## src/rtl/adc_sp_pkg.sv

```systemverilog
package adc_sp_pkg;
  localparam int unsigned ID_BITS   = 3;
  localparam int unsigned RES_BITS  = 12;
  localparam int unsigned CTRL_BITS = 12;
  localparam int unsigned AUX_BITS  = 8;
  localparam int unsigned HDR_BITS  = 3;
  localparam int unsigned FRAME_BITS = ID_BITS + 1 + RES_BITS;
  localparam int unsigned HOLD_RISE  = 14;

  typedef enum logic [1:0] {
    TGT_CTRL = 2'b00,
    TGT_RNGA = 2'b01,
    TGT_RNGB = 2'b10,
    TGT_SEQ  = 2'b11
  } tgt_e;
endpackage

```

## src/rtl/adc_sp_edge.sv

```systemverilog
module adc_sp_edge #(
  parameter logic RST_LVL = 1'b1
) (
  input  logic clk,
  input  logic rst_n,
  input  logic sig_i,
  output logic rise_o,
  output logic fall_o
);
  logic lvl_q;

  always_ff @(posedge clk or negedge rst_n) begin
    if (!rst_n) lvl_q <= RST_LVL;
    else        lvl_q <= sig_i;
  end

  assign rise_o = sig_i & ~lvl_q;
  assign fall_o = ~sig_i & lvl_q;
endmodule

```

## src/rtl/adc_sp_frame_ctl.sv

```systemverilog
module adc_sp_frame_ctl #(
  parameter int unsigned FRAME_BITS = 16,
  parameter int unsigned HOLD_RISE  = 14,
  localparam int unsigned CW = $clog2(FRAME_BITS + 1)
) (
  input  logic          clk,
  input  logic          rst_n,
  input  logic          cs_fall,
  input  logic          cs_rise,
  input  logic          sck_fall,
  input  logic          sck_rise,
  output logic          active_o,
  output logic          hold_o,
  output logic          fall_ev_o,
  output logic [CW-1:0] fall_idx_o
);
  logic          active_q, active_n;
  logic          hold_q, hold_n;
  logic [CW-1:0] fall_cnt_q, fall_cnt_n;
  logic [CW-1:0] rise_cnt_q, rise_cnt_n;
  logic          fall_ev, rise_ev;
  logic [CW-1:0] fall_idx, rise_idx;

  assign fall_ev  = active_q & sck_fall & ~cs_rise & ~cs_fall;
  assign rise_ev  = active_q & sck_rise & ~cs_rise & ~cs_fall;
  assign fall_idx = fall_cnt_q + 1'b1;
  assign rise_idx = rise_cnt_q + 1'b1;

  always_comb begin
    active_n   = active_q;
    hold_n     = hold_q;
    fall_cnt_n = fall_cnt_q;
    rise_cnt_n = rise_cnt_q;
    if (cs_fall) begin
      active_n   = 1'b1;
      hold_n     = 1'b1;
      fall_cnt_n = '0;
      rise_cnt_n = '0;
    end else if (cs_rise) begin
      active_n = 1'b0;
      hold_n   = 1'b0;
    end else begin
      if (fall_ev) begin
        fall_cnt_n = fall_idx;
        if (fall_idx == CW'(FRAME_BITS)) active_n = 1'b0;
      end
      if (rise_ev) begin
        rise_cnt_n = rise_idx;
        if (rise_idx == CW'(HOLD_RISE)) hold_n = 1'b0;
      end
    end
  end

  always_ff @(posedge clk or negedge rst_n) begin
    if (!rst_n) begin
      active_q   <= 1'b0;
      hold_q     <= 1'b0;
      fall_cnt_q <= '0;
      rise_cnt_q <= '0;
    end else begin
      active_q   <= active_n;
      hold_q     <= hold_n;
      fall_cnt_q <= fall_cnt_n;
      rise_cnt_q <= rise_cnt_n;
    end
  end

  assign active_o   = active_q;
  assign hold_o     = hold_q;
  assign fall_ev_o  = fall_ev;
  assign fall_idx_o = fall_idx;
endmodule

```

## src/rtl/adc_sp_regfile.sv

```systemverilog
module adc_sp_regfile
  import adc_sp_pkg::*;
#(
  parameter int unsigned CTRL_BITS = 12,
  parameter int unsigned AUX_BITS  = 8,
  parameter int unsigned HDR_BITS  = 3,
  parameter int unsigned CW        = 5
) (
  input  logic                 clk,
  input  logic                 rst_n,
  input  logic                 frame_start,
  input  logic                 fall_ev,
  input  logic [CW-1:0]        fall_idx,
  input  logic                 sdi,
  output logic [CTRL_BITS-1:0] ctrl_o,
  output logic [AUX_BITS-1:0]  rng_a_o,
  output logic [AUX_BITS-1:0]  rng_b_o,
  output logic [AUX_BITS-1:0]  seq_o
);
  localparam int unsigned SIN_BITS  = CTRL_BITS - 1;
  localparam int unsigned CTRL_FALL = HDR_BITS + CTRL_BITS;
  localparam int unsigned AUX_FALL  = HDR_BITS + AUX_BITS;

  logic [SIN_BITS-1:0]  sin_q, sin_n;
  logic [HDR_BITS-1:0]  hdr_q, hdr_n;
  logic [CTRL_BITS-1:0] ctrl_q, ctrl_n;
  logic [AUX_BITS-1:0]  rng_a_q, rng_a_n, rng_b_q, rng_b_n, seq_q, seq_n;
  logic [CTRL_BITS-1:0] ctrl_word;
  logic [AUX_BITS-1:0]  aux_word;
  logic                 wr_en;
  tgt_e                 tgt;

  assign ctrl_word = {sin_q[CTRL_BITS-2:0], sdi};
  assign aux_word  = {sin_q[AUX_BITS-2:0], sdi};
  assign wr_en     = hdr_q[HDR_BITS-1];
  assign tgt       = tgt_e'(hdr_q[1:0]);

  always_comb begin
    sin_n   = sin_q;
    hdr_n   = hdr_q;
    ctrl_n  = ctrl_q;
    rng_a_n = rng_a_q;
    rng_b_n = rng_b_q;
    seq_n   = seq_q;
    if (frame_start) begin
      hdr_n = '0;
    end else if (fall_ev) begin
      sin_n = {sin_q[SIN_BITS-2:0], sdi};
      if (fall_idx == CW'(HDR_BITS)) hdr_n = {sin_q[HDR_BITS-2:0], sdi};
      if (wr_en && fall_idx == CW'(CTRL_FALL) && tgt == TGT_CTRL) ctrl_n = ctrl_word;
      if (wr_en && fall_idx == CW'(AUX_FALL)) begin
        case (tgt)
          TGT_RNGA: rng_a_n = aux_word;
          TGT_RNGB: rng_b_n = aux_word;
          TGT_SEQ:  seq_n   = aux_word;
          default:  ;
        endcase
      end
    end
  end

  always_ff @(posedge clk or negedge rst_n) begin
    if (!rst_n) begin
      sin_q   <= '0;
      hdr_q   <= '0;
      ctrl_q  <= '0;
      rng_a_q <= '0;
      rng_b_q <= '0;
      seq_q   <= '0;
    end else begin
      sin_q   <= sin_n;
      hdr_q   <= hdr_n;
      ctrl_q  <= ctrl_n;
      rng_a_q <= rng_a_n;
      rng_b_q <= rng_b_n;
      seq_q   <= seq_n;
    end
  end

  assign ctrl_o  = ctrl_q;
  assign rng_a_o = rng_a_q;
  assign rng_b_o = rng_b_q;
  assign seq_o   = seq_q;
endmodule

```

## src/rtl/adc_sp_shifter.sv

```systemverilog
module adc_sp_shifter #(
  parameter int unsigned ID_BITS  = 3,
  parameter int unsigned RES_BITS = 12,
  localparam int unsigned WORD_BITS = ID_BITS + 1 + RES_BITS
) (
  input  logic                clk,
  input  logic                rst_n,
  input  logic                load,
  input  logic                shift,
  input  logic                drive,
  input  logic [ID_BITS-1:0]  chan_id,
  input  logic                smp_sign,
  input  logic [RES_BITS-1:0] smp_mag,
  output logic                sdo
);
  logic [WORD_BITS-1:0] word_q, word_n;

  always_comb begin
    word_n = word_q;
    if (load)       word_n = {chan_id, smp_sign, smp_mag};
    else if (shift) word_n = {word_q[WORD_BITS-2:0], 1'b0};
  end

  always_ff @(posedge clk or negedge rst_n) begin
    if (!rst_n) word_q <= '0;
    else        word_q <= word_n;
  end

  assign sdo = drive & word_q[WORD_BITS-1];
endmodule

```

## src/rtl/adc_sp_slave.sv

```systemverilog
module adc_sp_slave
  import adc_sp_pkg::*;
#(
  parameter int unsigned P_RES_BITS  = RES_BITS,
  parameter int unsigned P_CTRL_BITS = CTRL_BITS,
  parameter int unsigned P_AUX_BITS  = AUX_BITS
) (
  input  logic                   clk,
  input  logic                   rst_n,
  input  logic                   cs_n,
  input  logic                   sclk,
  input  logic                   sdi,
  input  logic                   smp_sign,
  input  logic [P_RES_BITS-1:0]  smp_mag,
  output logic                   sdo,
  output logic                   sdo_oe,
  output logic                   hold,
  output logic [P_CTRL_BITS-1:0] ctrl_reg,
  output logic [P_AUX_BITS-1:0]  rng_a_reg,
  output logic [P_AUX_BITS-1:0]  rng_b_reg,
  output logic [P_AUX_BITS-1:0]  seq_reg
);
  localparam int unsigned P_FRAME = ID_BITS + 1 + P_RES_BITS;
  localparam int unsigned CW      = $clog2(P_FRAME + 1);

  logic [1:0]    rst_sync_q;
  logic          rst_int_n;
  logic          cs_rise, cs_fall, sck_rise, sck_fall;
  logic          active, fall_ev;
  logic [CW-1:0] fall_idx;

  always_ff @(posedge clk or negedge rst_n) begin
    if (!rst_n) rst_sync_q <= 2'b00;
    else        rst_sync_q <= {rst_sync_q[0], 1'b1};
  end
  assign rst_int_n = rst_sync_q[1];

  adc_sp_edge #(.RST_LVL(1'b1)) cs_edge_i (
    .clk(clk), .rst_n(rst_int_n), .sig_i(cs_n), .rise_o(cs_rise), .fall_o(cs_fall)
  );

  adc_sp_edge #(.RST_LVL(1'b1)) sck_edge_i (
    .clk(clk), .rst_n(rst_int_n), .sig_i(sclk), .rise_o(sck_rise), .fall_o(sck_fall)
  );

  adc_sp_frame_ctl #(.FRAME_BITS(P_FRAME), .HOLD_RISE(HOLD_RISE)) ctl_i (
    .clk(clk), .rst_n(rst_int_n),
    .cs_fall(cs_fall), .cs_rise(cs_rise), .sck_fall(sck_fall), .sck_rise(sck_rise),
    .active_o(active), .hold_o(hold), .fall_ev_o(fall_ev), .fall_idx_o(fall_idx)
  );

  adc_sp_regfile #(
    .CTRL_BITS(P_CTRL_BITS), .AUX_BITS(P_AUX_BITS), .HDR_BITS(HDR_BITS), .CW(CW)
  ) regs_i (
    .clk(clk), .rst_n(rst_int_n),
    .frame_start(cs_fall), .fall_ev(fall_ev), .fall_idx(fall_idx), .sdi(sdi),
    .ctrl_o(ctrl_reg), .rng_a_o(rng_a_reg), .rng_b_o(rng_b_reg), .seq_o(seq_reg)
  );

  adc_sp_shifter #(.ID_BITS(ID_BITS), .RES_BITS(P_RES_BITS)) shf_i (
    .clk(clk), .rst_n(rst_int_n),
    .load(cs_fall), .shift(fall_ev), .drive(active),
    .chan_id(ctrl_reg[P_CTRL_BITS-1 -: ID_BITS]),
    .smp_sign(smp_sign), .smp_mag(smp_mag), .sdo(sdo)
  );

  assign sdo_oe = active;
endmodule

```

## config.mk

```make
export PLATFORM = sky130hd
export DESIGN_NAME = adc_sp_slave
export DESIGN_NICKNAME = d
export VERILOG_FILES = /design/src/rtl/adc_sp_pkg.sv /design/src/rtl/adc_sp_edge.sv /design/src/rtl/adc_sp_frame_ctl.sv /design/src/rtl/adc_sp_regfile.sv /design/src/rtl/adc_sp_shifter.sv /design/src/rtl/adc_sp_slave.sv
export SDC_FILE = /design/constraint.sdc
export NUM_CORES = 1
export LEC_CHECK = 0
export CAP_MARGIN = 10
export CORE_UTILIZATION = 35
export DETAILED_ROUTE_END_ITERATION = 8
export PLACE_DENSITY = 0.61
export SYNTH_ARGS = -nofsm -noshare
export SYNTH_HDL_FRONTEND = slang
export SYNTH_SLANG_ARGS = --single-unit
export TNS_END_PERCENT = 5
```

## constraint.sdc

```tcl
create_clock -name clk -period 3.9 [get_ports clk]
set_clock_uncertainty 0.1 [all_clocks]
set_input_delay 1.17 -clock clk [delete_from_list [all_inputs] [get_ports clk]]
set_output_delay 1.17 -clock clk [all_outputs]
set_load 0.01 [all_outputs]
```

==> summary.txt, run 1 <==
GRT
  • Initial antenna violation count: 0
  • Total GRT Usage: 15.16%
  • First-pass GRT wire length: about 12 mm
  • Vias in the first global route: 2472
  • Largest net degree at the start of global routing: 81
  • Overflow after GRT: 0

STA
  • Period utilization: between 80% and 90%
  • Final hold violation count: 0
  • Setup TNS Final: 0 ns
  • FMAX: between 300 and 400 MHz
  • Relative max-transition margin: around a third
  • Min cycle time layout: roughly 3.3 ns
  • Final setup vio count: 0
  • Worst slew pin tran: 1.023 ns
  • Slew Viols, Final: 0
  • RSZ-0062 raised after global routing: false

Setup path
  • CP required: ~4.0 ns
  • CP Launch Type: primary input
  • Crit path max-delay family: simple AND/OR/NAND/NOR gates
  • Crit-path cells: clkdlybuf4s50_1 > inv_1 > ha_1 > or3b_4 > nor2_4 > and4_4 > mux2_2
  • Critical path class: primary input to flip-flop
  • R2r startpoint: cs_edge_i.lvl_q
  • Crit path from: cs_n
  • WP buf/inv: 2
  • Max incr delay on CP: between 0.5 and 0.6 ns
  • CP Capture Type: flip-flop
  • Worst endpoint data arrival time: between 3 and 4 ns
  • Worst Path Max Fanout: 12
  • CP max-delay cell: clkdlybuf4s50_1

Route
  • Via Count: approximately 2400
  • Via density: between 4 and 5
  • DRT antenna net count: 0
  • DR pass1 iterations: 4
  • Routed WL: 7.191 mm
  • DRC: 0
  • Per-cell routed wire length: approximately 15 µm
  • DR iter-0 viols: 87

Die
  • Row count: 36
  • Die area: approximately 11000 µm²
  • Die height: ~100 µm
  • Die width: a little over 100 µm
  • CORE AREA: 9819 µm²
  • Initial Utilization: between 30% and 40%
  • # IOs: 57

Final layout
  • Area occupied by multi-input gates: approximately 1400 µm²
  • Fill count: 985
  • Nets@finish: ~380
  • Seq. cell area: 2058 µm²
  • Final core utilization: approximately 46%
  • Layout Cells excl Fill: 492
  • Share of layout cells above drive strength 1: 16.16%
  • Layout area overhead: 26.10%
  • ANT cells: 0

Logic synthesis
  • Syn avg cell area: 12.07 µm²
  • Seq/Total Area, Yosys: between 50% and 60%
  • Post-synthesis compound-gate area fraction: 4.974%
  • Largest family of logic cells by synthesized area: multiplexers
  • Post-synth top flop: dfrtp_1
  • Mapped Area: approximately 3500 µm²
  • Xor/xnor cell area share of the yosys netlist: 1.940%
  • Post-Synth Simple-Gate Area: 14.04%
  • Post-synthesis async set-or-reset flop share: 100.0%
  • Syn. warnings: 0
  • Mux cell area share after synthesis: 16.90%
  • Syn nets: 318
  • Yosys reg bits: 82
  • Adder-cell share of the synthesized area: 2.116%
  • Post-synth EDFFs: 0
  • Cells after Synth: 294
  • Distinct cells, synth: 41

Hold path
  • Hold Path Class: flip-flop to flip-flop
  • HP Start: rst_sync_q[0]

Clocking
  • CTS resizes: 0
  • CTS tree: built
  • H-tree level count: 3
  • Clock Tree Root: clkbuf_8
  • Worst-Skew Late Latency: 0.34 ns
  • CTS Hold Bufs: 0
  • Inserted Clock Buffers: 9
  • Clock Tree Buf Depth: 2
  • Setup bufs post-CTS: 0
  • Worst-path clk slew: around 0.09 ns
  • CTS Sinks: slightly above 80

Power and ir drop
  • Max IR drop VDD: around 0.17 mV
  • LEAKAGE: between 2 and 2.5 nW
  • PD cells: approximately 370 nW/µm²

Run
  • Max cap viols: 0

Placement
  • Placer congestion estimate: about 0.74
  • DP Cell Count: 476
  • Post-DP HPWL: between 4 and 5 mm
  • PortBufs: between 50 and 60

Status
  • Status: completed
-- cells in the final DEF, fill, tap and decap left out, types with 5 or more instances in the layout --
master | Yosys | routed
mux2_1 | 10 | 10
nand3_1 | 5 | 5
clkbuf_8 | 0 | 10
mux2i_1 | 18 | 18
o21ai_0 | 26 | 26
inv_1 | 5 | 5
nand2_1 | 60 | 60
mux2_2 | 26 | 26
ha_1 | 6 | 6
clkdlybuf4s50_1 | 0 | 56
nand2b_1 | 10 | 10
dfrtp_1 | 80 | 79
-- synth_stat cells (2+ instances only) --
cell	number	area, µm²
clkbuf_1	7	26.28
nand2b_1	10	62.56
xnor2_1	2	17.52
ha_1	6	75.07
dfrtp_1	80	2002
nand3_1	5	25.02
mux2_1	10	112.6
inv_1	5	18.77
dfstp_2	2	52.55
buf_2	3	15.01
xor2_1	4	35.03
o21ai_0	26	130.1
and4b_1	3	30.03
mux2i_1	18	180.2
nand4_2	3	37.54
mux2_2	26	292.8
nand2_1	60	225.2
-- flip-flops by register name, summed over array words and instances (netlist names) --
| name | cells |
|---|---|
| sck_edge_i.lvl_q | 1 |
| regs_i.seq_o | 8 |
| regs_i.rng_b_o | 8 |
| ctl_i.rise_cnt_q | 5 |
| cs_edge_i.lvl_q | 1 |
| ctl_i.hold_o | 1 |
| regs_i.ctrl_o | 12 |
| shf_i.word_q | 16 |
| regs_i.hdr_q | 3 |
| regs_i.rng_a_o | 8 |
| ctl_i.fall_cnt_q | 5 |
| ctl_i.active_o | 1 |
| regs_i.sin_q | 11 |
| rst_sync_q | 2 |
-- routing by layer --
layer	GRT usage (%)	routed length [µm]	up-vias
met2	23.44	3314	51
met5	0	0	-
met1	20.05	3421	1164
met4	4.066	56	0
li1	-	-	1127
met3	5.627	398	8
-- where the power goes --
| group | leakage [nW] | switching [mW] | internal [mW] | total, mW |
|---|---|---|---|---|
| logic | 0.865 | 0.0480 | 0.0551 | 0.103 |
| clock network | 0.0922 | 0.305 | 0.316 | 0.621 |
| registers | 1.11 | 0.0575 | 0.890 | 0.948 |
-- cells by family (layout without fill, tap and decap cells) --
| logic type | count (synthesis) | after routing |
|---|---|---|
| AOI/OAI and AO/OA | 32 | 32 |
| xor gates and xnor gates | 7 | 7 |
| adders and majority gates | 6 | 6 |
| buffers and inverters | 16 | 81 |
| DFF | 82 | 82 |
| muxes | 55 | 55 |
| other | 1 | 1 |
| and+or+nand+nor | 95 | 95 |
-- path summary, 6_finish.rpt --
path / to / slack [ns] / cells past startpoint
min in group asynchronous: regs_i.rng_a_o[3] / 0.40 / 0
max in group asynchronous: ctl_i.fall_cnt_q[0] / 2.62 / 0
hold reg to reg: rst_sync_q[1] / 0.26 / 0
hold / removal: rst_sync_q[1] / 0.26 / 0
setup reg to reg: regs_i.ctrl_o[11] / 1.39 / 6
setup / recovery: regs_i.ctrl_o[11] / 0.60 / 7
-- through the flow --
stage	hold slack [ns]	instance area [µm²]	power (mW)	setup slack (ns)
final	0.2591	4473	1.672	0.5979
after global routing	0.2857	4473	1.756	0.5423
after CTS	0.2654	4473	1.702	0.6243
after detailed placement	0.2404	4270	1.070	0.2647
after global placement	0.2378	4270	1.067	0.2665
after floorplan	0.2312	3547	1.009	0.9113
-- cell type report --
| class | count | share of cell area [%] |
|---|---|---|
| Multi-Input combinational cell | 196 | 32.11 |
| Inverter | 5 | 0.4196 |
| Clock inverter | 5 | 1.371 |
| Sequential cell | 82 | 46.01 |
| Tap cell | 133 | 3.720 |
| Clock buffer | 11 | 3.161 |
| Timing Repair Buffer | 60 | 13.20 |
No activity file was read; power rests on OpenSTA's default activity.
==> run 2: changes to the inputs <==
Settings changed: PLACE_DENSITY 0.61 to 0.63.
Clock period 3.9 ns to 2.75 ns, I/O delays scaled along.
==> run 2 against run 1 <==
  * Register-to-register slack got worse by 1.1 ns
  * Cell count increased by 2.4%
  * Cell area increased by 4.0%
  * Flip-flop and latch count unchanged
  * Power increased by 47%
  * Highest routed layer unchanged
==> summary.txt, run 2 (synthesized netlist as in run 1, its figures left out) <==
Hold path
  • Hold Path Class: flip-flop to flip-flop
  • Min-Delay Path Depth: 0 (unchanged)

Power and ir drop
  • Net Sw Frac: 24.23% (-0.35 points)
  • Cell-internal power: 1.861 mW (+48%)
  • Max IR drop VDD: 0.2928 mV (+68%)
  • PD cells: 527.9 nW/µm² (+41%)
  • Clock share of power: 39.0% (+1.8 points)
  • LEAKAGE: 2.170 nW (+5.1%)
  • Total power: 2.456 mW (+47%)
  • Seq pwr share: 54.6% (-2.1 points)
  • P_sw: 0.5950 mW (+45%)
  • Power share of the combinational group: 6.4% (+0.2 points)

Final layout
  • Largest register FFs: 16 (unchanged)
  • Layout area overhead: 31.15%
  • Commonest non-fill, non-tap cell in the layout: dfrtp_1
  • ANT cells: 0 (unchanged)
  • Most frequent cells in the layout: 79 x dfrtp_1, 60 x nand2_1, 55 x clkdlybuf4s50_1
  • Fill count: 934 (-5.2%)
  • Share of layout cells above drive strength 1: 19.14% (+3.0 points)
  • Biggest register: shf_i.word_q
  • Nets@finish: 390 (+3.2%)
  • Final core utilization: 47.38% (+1.8 points)

Route
  • Per-cell routed wire length: 14.77 µm (+1.1%)
  • DR pass1 iterations: 4 (unchanged)
  • Routed WL: 7.446 mm (+3.5%)
  • Via density: 4.669 (-2.3%)
  • DRT antenna net count: 0 (unchanged)
  • Via Count: 2353 (+0.13%)
  • DR iter-0 viols: 61 (-30%)
  • DRC: 0 (unchanged)

Setup path
  • CP Capture Type: flip-flop
  • Worst r2r path cells: 5 (-1)
  • Crit-path cells: dlymetal6s2s_1 > buf_4 > ha_2 > or3b_4 > nor2_4 > buf_6 > nand4_4 > buf_12 > mux2_2
  • Critical path class: primary input to flip-flop
  • Worst endpoint data arrival time: 2.59 ns (-0.84 ns)
  • CP max-delay cell: or3b_4
  • Crit path max-delay family: simple AND/OR/NAND/NOR gates
  • Worst Path Max Fanout: 8 (-4)
  • CP Launch Type: primary input
  • WP buf/inv: 4 (+2)
  • CP required: 2.89 ns (-1.13 ns)
  • Max incr delay on CP: 0.42 ns (-0.10 ns)
  • Critical Path Stages: 9 (+2)

Die
  • Initial Utilization: 36.12% (unchanged)
  • Row count: 36 (unchanged)
  • Die height: 102.7 µm (unchanged)
  • # IOs: 57 (unchanged)
  • Die width: 102.7 µm (unchanged)
  • Die area: 10540 µm² (unchanged)
  • CORE AREA: 9819 µm² (unchanged)

STA
  • Min Hold Slack: 0.2561 ns (-0.002910 ns)
  • Final hold violation count: 0 (unchanged)
  • Slew Viols, Final: 0 (unchanged)
  • Period utilization: between 80 and 90%
  • FMAX: 408.0 MHz
  • Relative max-transition margin: 32.21% (+0.39 points)
  • RSZ-0062 raised after global routing: false
  • Worst slew pin tran: 1.017 ns (-0.005897 ns)
  • Final Worst Setup Slack: 0.2993 ns (-0.2986 ns)
  • Min cycle time layout: between 2 and 2.5 ns
  • Final setup vio count: 0 (unchanged)

GRT
  • Initial antenna violation count: 0 (unchanged)
  • Overflow after GRT: 0 (unchanged)
  • Total GRT Usage: 14.92% (-0.24 points)
  • Largest net degree at the start of global routing: 81 (unchanged)
  • Vias in the first global route: 2453 (-0.77%)
  • First-pass GRT wire length: 11.76 mm (-3.8%)

Run
  • Max cap viols: 0 (unchanged)

Status
  • Status: completed

Clocking
  • CTS tree: built
  • H-tree level count: 3 (unchanged)
  • Worst-path clk slew: 0.09 ns (about the same)
  • Clock Tree Root: clkbuf_8
  • Clock Tree Buf Depth: 2 (unchanged)
  • CTS Sinks: 82 (unchanged)
  • Setup bufs post-CTS: 0 (unchanged)
  • Worst-Skew Late Latency: 0.36 ns (+0.02 ns)
  • Inserted Clock Buffers: 9 (unchanged)

Placement
  • Placer congestion estimate: 0.7358 (about the same)
  • Post-DP HPWL: 4.702 mm (+1.4%)
  • PortBufs: 56 (unchanged)
  • Pre-CTS WS: -0.3675 ns (-0.6322 ns)
run 2: cell count changes in the layout (fill, tap and decap cells not counted), sizes merged:
| cell | change |
|---|---|
| clkdlybuf4s50 | -1 |
| dlymetal6s2s | +1 |
| clkbuf | -1 |
| and4 | +1 |
| buf | +11 |
| clkinv | +1 |
| clkinvlp | -1 |
| bufinv | +1 |
run 2: per-layer routing:
layer | vias to the layer above | wire length (µm) | track usage, %
met1 | 1139 | 3431 | 18.83
met2 | 57 | 3433 | 23.03
met3 | 8 | 501 | 5.763
met4 | 0 | 79 | 5.934
met5 | - | 0 | 0
li1 | 1149 | - | -
run 2: cell type report:
| class | count | area [µm²] | share of cell area, % |
|---|---|---|---|
| Sequential cell | 82 | 2058 | 44.24 |
| Clock inverter | 6 | 88.84 | 1.910 |
| Clock buffer | 10 | 127.6 | 2.743 |
| Timing Repair Buffer | 71 | 724.4 | 15.57 |
| Tap cell | 133 | 166.4 | 3.577 |
| Inverter | 5 | 18.77 | 0.4034 |
| Multi-Input combinational cell | 197 | 1468 | 31.55 |
run 2: path summary, 6_finish.rpt:
check                                    startpoint               end  slack (ns)
worst max-delay path                           cs_n   regs_i.seq_o[6]        0.30
worst min-delay path                  rst_sync_q[0]     rst_sync_q[1]        0.26
min in group asynchronous             rst_sync_q[1]   regs_i.seq_o[1]        0.42
worst max register to register  ctl_i.fall_cnt_q[0]  regs_i.ctrl_o[5]        0.31
max in group asynchronous             rst_sync_q[1]   shf_i.word_q[8]        1.48
worst min register to register        rst_sync_q[0]     rst_sync_q[1]        0.26
run 2: per-stage QoR:
stage | setup TNS, ns | cell area [µm²] | instances
after floorplan | 0 | 3547 | 294
after global placement | -16.70 | 4390 | 487
after detailed placement | -18.57 | 4390 | 487
after CTS | 0 | 4607 | 503
after global routing | 0 | 4652 | 504
final | 0 | 4652 | 504
run 2: power groups by stage:
stage | Clock, mW | Combinational [mW] | Sequential, mW
2_1_floorplan | 0 | 0.0901 | 1.34
3_3_place_gp | 0 | 0.152 | 1.37
3_5_place_dp | 0 | 0.156 | 1.37
4_1_cts | 0.988 | 0.158 | 1.35
5_1_grt | 1.03 | 0.176 | 1.36
6_report | 0.958 | 0.157 | 1.34
run 2: what timing repair did:
action                                 4_1_cts  5_1_grt
gates resized for setup                      0        8
hold buffers                                 0        0
endpoints found under the hold margin        0        0
setup endpoints to repair                    0       36
